<file path="src/rtl/wdt_keyed.sv">
`timescale 1ns/1ps
module wdt_keyed #(
  parameter int AW = 8,
  parameter int DW = 16,
  parameter int PW = 8,
  parameter logic [7:0] KEY_ARM = 8'hF5,
  parameter logic [7:0] KEY_CLR = 8'hA0
) (
  input  logic          clk,
  input  logic          rst_n,
  input  logic          tick_en,
  input  logic          bus_sel,
  input  logic          bus_we,
  input  logic [1:0]    bus_size,
  input  logic [AW-1:0] bus_addr,
  input  logic [DW-1:0] bus_wdata,
  output logic [DW-1:0] bus_rdata,
  output logic          irq,
  output logic          rst_req
);
  localparam logic [AW-1:0] OFF_CTL  = AW'(8'h00);
  localparam logic [AW-1:0] OFF_CNT  = AW'(8'h04);
  localparam logic [AW-1:0] OFF_MODE = AW'(8'h08);

  logic [2:0]    ctl_ps;
  logic          ctl_ar, ctl_st, ctl_free;
  logic [DW-1:0] reload_q, count_q;
  logic [PW-1:0] pre_q;
  logic          mode_q;
  logic [7:0]    last_q;

  logic acc, wr_ctl, wr_load, wr_mode;
  assign acc     = bus_sel && (bus_size == 2'b01);
  assign wr_ctl  = acc && bus_we && (bus_addr == OFF_CTL);
  assign wr_load = acc && bus_we && (bus_addr == OFF_CNT);
  assign wr_mode = acc && bus_we && (bus_addr == OFF_MODE);

  logic [PW:0] pre_lim;
  logic        run, pre_hit, step, expire;
  assign pre_lim = ((PW+1)'(2) << ctl_ps) - (PW+1)'(1);
  assign pre_hit = (pre_q == pre_lim[PW-1:0]);
  assign run     = ctl_st && !wr_ctl;
  assign step    = run && tick_en && pre_hit;
  assign expire  = step && (count_q == DW'(1));

  logic key_armed, key_ok, key_bad;
  assign key_armed = (last_q == KEY_ARM);
  assign key_ok    = wr_mode && key_armed && (bus_wdata[7:0] == KEY_CLR);
  assign key_bad   = wr_mode && key_armed && (bus_wdata[7:0] != KEY_CLR);

  always_ff @(posedge clk or negedge rst_n) begin
    if (!rst_n) begin
      ctl_ps   <= '0;
      ctl_ar   <= 1'b0;
      ctl_st   <= 1'b0;
      ctl_free <= 1'b1;
    end else if (wr_ctl) begin
      ctl_ps   <= bus_wdata[11:9];
      ctl_ar   <= bus_wdata[8];
      ctl_st   <= bus_wdata[7];
      ctl_free <= bus_wdata[1];
    end
  end

  always_ff @(posedge clk or negedge rst_n) begin
    if (!rst_n) reload_q <= '1;
    else if (wr_load) reload_q <= bus_wdata;
  end

  always_ff @(posedge clk or negedge rst_n) begin
    if (!rst_n) begin
      count_q <= '0;
      pre_q   <= '0;
    end else if (wr_ctl && bus_wdata[7] && !ctl_st) begin
      count_q <= reload_q;
      pre_q   <= '0;
    end else if (run && tick_en) begin
      if (pre_hit) begin
        pre_q <= '0;
        if (count_q != '0)
          count_q <= (count_q == DW'(1) && ctl_ar) ? reload_q : count_q - DW'(1);
      end else begin
        pre_q <= pre_q + PW'(1);
      end
    end
  end

  always_ff @(posedge clk or negedge rst_n) begin
    if (!rst_n) begin
      mode_q <= 1'b1;
      last_q <= '0;
    end else if (wr_mode) begin
      mode_q <= key_ok ? 1'b0 : (mode_q | bus_wdata[15]);
      last_q <= key_ok ? 8'h00 : bus_wdata[7:0];
    end
  end

  always_ff @(posedge clk or negedge rst_n) begin
    if (!rst_n) begin
      irq     <= 1'b0;
      rst_req <= 1'b0;
    end else begin
      irq     <= expire;
      rst_req <= key_bad || (expire && mode_q);
    end
  end

  always_comb begin
    bus_rdata = '0;
    if (acc && !bus_we) begin
      case (bus_addr)
        OFF_CTL:  bus_rdata = DW'({4'b0, ctl_ps, ctl_ar, ctl_st, 5'b0, ctl_free, 1'b0});
        OFF_CNT:  bus_rdata = count_q;
        OFF_MODE: bus_rdata = DW'({mode_q, 15'b0});
        default:  bus_rdata = '0;
      endcase
    end
  end
endmodule

</file>
<file path="config.mk">
export PLATFORM = sky130hd
export DESIGN_NAME = wdt_keyed
export DESIGN_NICKNAME = d
export VERILOG_FILES = /design/src/rtl/wdt_keyed.sv
export SDC_FILE = /design/constraint.sdc
export NUM_CORES = 1
export LEC_CHECK = 0
export ABC_AREA = 1
export CELL_PAD_IN_SITES_DETAIL_PLACEMENT = 1
export CELL_PAD_IN_SITES_GLOBAL_PLACEMENT = 1
export CORE_ASPECT_RATIO = 1.75
export CORE_MARGIN = 2
export CORE_UTILIZATION = 42
export CTS_CLUSTER_DIAMETER = 200
export DETAILED_ROUTE_END_ITERATION = 6
export DONT_BUFFER_PORTS = 1
export PLACE_DENSITY_LB_ADDON = 0.1
export SYNTH_ARGS = -nofsm -noshare
export SYNTH_HDL_FRONTEND = slang
export SYNTH_SLANG_ARGS = --single-unit
</file>
<file path="constraint.sdc">
create_clock -name clk -period 1.9 [get_ports clk]
set_clock_uncertainty 0.1 [all_clocks]
set_input_delay 0.19 -clock clk [delete_from_list [all_inputs] [get_ports clk]]
set_output_delay 0.19 -clock clk [all_outputs]
set_load 0.005 [all_outputs]
</file>
==> results.toml <==
[timing]
finalSetupViolCount = 25
fmax_ghz = 0.456
tightest_slew_ns = 0.872
worst_slew_margin_rel = 0.414
setup_slack_ns = -0.293
rsz0062_at_grt = "yes"
slew_violations = 0
period_share = 1.15
hold_ws_ns = 0.0622
final.setup.tns_ns = -5.74
finalHoldViolations = 0
fin_crit_ns = 2.19

[pwr]
powerDensity_mw_per_mm2 = 638
intPower_mw = 2.31
p_sw_frac = 0.232
p_clk_frac = 0.537
pwr-share-seq = 0.413
static-leakage-power_nw = 2.28
peakVddDrop_mv = 0.767
switchingPower_mw = 0.700
pwr-share-comb = 0.050

[yosys]
synth_cell_types = 37
ys_warn_count = 0
yosysTopAreaCell = "dfrtp_1"
synth.area.top_cells = "dfrtp_1 27%, nand2_1 19%, dfstp_2 13%"
async_flop_share = 1.00
syn_area_sq_mm = 0.00368
synth_fp_nets = 548
synth-seq-cells = 57
netlist.area_leader.share = 0.265
ys_seq_area_frac = 0.394
postSynthAreaPerCell_sq_um = 7.17
synthCells = 513
synthFlopType = "dfrtp_1"
synth-edff-count = 0

[setup_path]
cp_cell_sequence = "nor2_4, nand2_2, ha_4, or2_4, nand3_2, nor2_2, nand2_2, nor2_4, nand3_4, nand2_8, nand2_8, nand2_2, nand2_1"
timing.rr.end = "count_q[3]"
arrival_ns = 2.30
cpMostUsedCell = "nand2_2"
rr_worst_depth = 13
cpPeakStageDelay_ns = 0.44
cp.required_ns = 2.01
crit_path_start_kind = "flip-flop"
endpoint_kind = "flip-flop"
r2r-start = "ctl_ps[0]"
r2r_setup_slack_ns = -0.29
path_max_fanout = 8
slowest_stage = "dfrtp_2"
critPathKind = "reg -> reg"

[floorplanning]
die_h_um = 128
core_sq_mm = 0.00861
die_area_sq_mm = 0.00955
start_util = 0.427
rows = 45
fp.dieW_um = 74.7
io_pins = 49

[clock_network]
cts_tree = "yes"
clk_path_buf_depth = 2
cts_buffers = 9
clk_pin_slew_ns = 0.06
htreeDepth = 3
insertion_delay_ns = 0.33
cts.sinks = 57
cts_root_buf = "clkbuf_16"

[min_path]
hold_depth = 3
min_from = "bus_addr[2]"
hold_end = "last_q[6]"
min_path_type = "in -> reg"

[global_route]
grt_pass1_wl_mm = 18.9
overflow = 0
grt_max_degree = 58
grt_pass1_vias = 3930
antenna_found_initial = 0
grtUsageTotal = 0.264

[route]
vias = 3596
met2WireLength_mm = 6.59
ant_nets = 0
vias_per_cell = 5.17
drc = 0
drtIter0Drc = 112
wl_mm = 11.8
wl_met1_mm = 4.51
drt_pass1_iterations = 4
wl_met3_um = 369
top_layer = "met4"
wl_per_cell_um = 16.9

[finish]
final_cell_mix = "174 x nand2_1, 52 x inv_1, 43 x nor2_1, 38 x buf_4, 37 x dfrtp_1"
drive_above_1_share = 0.235
final_common_cell = "nand2_1"
final_area_sq_mm = 0.00472
fin_util = 0.548
diodes = 0
nets = 609
area_growth_syn_to_layout_pct = 28.5

[outcome]
status = "finished, violations left"
violations = "negative setup slack"

[placement]
port_buffers = 0
detailed_place.area_sq_mm = 0.00408
gp_congestion = 0.838
dp_slack_ns = -0.301
dp_hpwl_mm = 8.42

[run]
max-cap-violations = 0
[registers in the layout, indices dropped and copies added, names as in the netlist, 3 cells and up]
signal and count:
last_q 8, count_q 16, reload_q 16, ctl_ps 3, pre_q 8
[power by group through the flow]
stage,Combinational [mW],Sequential [mW],Clock (mW)
6_report,0.150,1.25,1.62
5_1_grt,0.169,1.25,1.69
4_1_cts,0.147,1.25,1.65
3_5_place_dp,0.0827,1.26,0
3_3_place_gp,0.0785,1.26,0
2_1_floorplan,0.0616,1.26,0
[synthesized netlist by cell type, types with 5 or more instances]
cell and instances:
nor3_1 9, inv_2 6, nand2_1 184, nand3_1 34, dfstp_2 18, o21ai_0 37
nor2_1 44, nand2_2 7, xor2_1 11, a21oi_1 11, nor2_2 5, dfrtp_1 39
inv_1 53, nand4_1 9
[how the worst max path moves through the flow]
| stage | startpoint | endpoint | slack [ns] | cells after the start |
|---|---|---|---|---|
| 2_1_floorplan | ctl_ps[1] | count_q[9] | -0.15 | 15 |
| 3_3_place_gp | ctl_ps[1] | count_q[0] | -0.18 | 13 |
| 3_5_place_dp | ctl_ps[1] | count_q[4] | -0.30 | 13 |
| 4_1_cts | ctl_ps[1] | count_q[8] | -0.22 | 13 |
| 5_1_grt | ctl_ps[0] | count_q[3] | -0.39 | 13 |
| 6_report | ctl_ps[0] | count_q[3] | -0.29 | 13 |
[critical path, delay by kind of cell (launching register included)]
kind / cells / cell delay [ns]
fa+ha+maj: 1 / 0.27
simple gates: 12 / 1.26
flops: 1 / 0.44
[final cells by class]
cell class | count | area (sq um)
fillers | 1120 | 3890
multi-input cells | 385 | 2040
flip-flops and latches | 57 | 1450
repair buffers | 61 | 566
clock buffers | 10 | 229
inverters | 60 | 228
well taps | 117 | 146
clock inverters | 6 | 68.8
[logic make-up after synthesis]
kind of cell / count (synthesis) / share of synthesized area
AND/OR/NAND/NOR: 313 / 0.395
AO/OA/AOI/OAI: 52 / 0.0749
buffers and inverters: 72 / 0.0851
XOR/XNOR: 13 / 0.0310
adder cells (fa/ha/maj): 4 / 0.0136
flip-flops: 57 / 0.394
multiplexers: 2 / 0.00612
[metal layers]
metal / up-vias / global-route usage
met5: - / 0
met2: 69 / 0.498
li1: 1753 / -
met3: 24 / 0.0487
met1: 1750 / 0.276
met4: 0 / 0.103
[stage by stage]
| step | instances | power [mW] |
|---|---|---|
| after CTS | 695 | 3.04 |
| final | 696 | 3.01 |
| after floorplan | 513 | 1.32 |
| after global routing | 696 | 3.11 |
| after detailed placement | 658 | 1.35 |
| after global placement | 658 | 1.34 |
[timing repair]
action,4_1_cts,5_1_grt
gates resized for setup,13,14
setup buffers,2,1
cloned,1,0
endpoints found under the hold margin,88,0
hold buffers,18,0
pin swaps,9,10
endpoints found under the setup margin,25,25
Note: power is estimated with default switching activity, not from simulation.
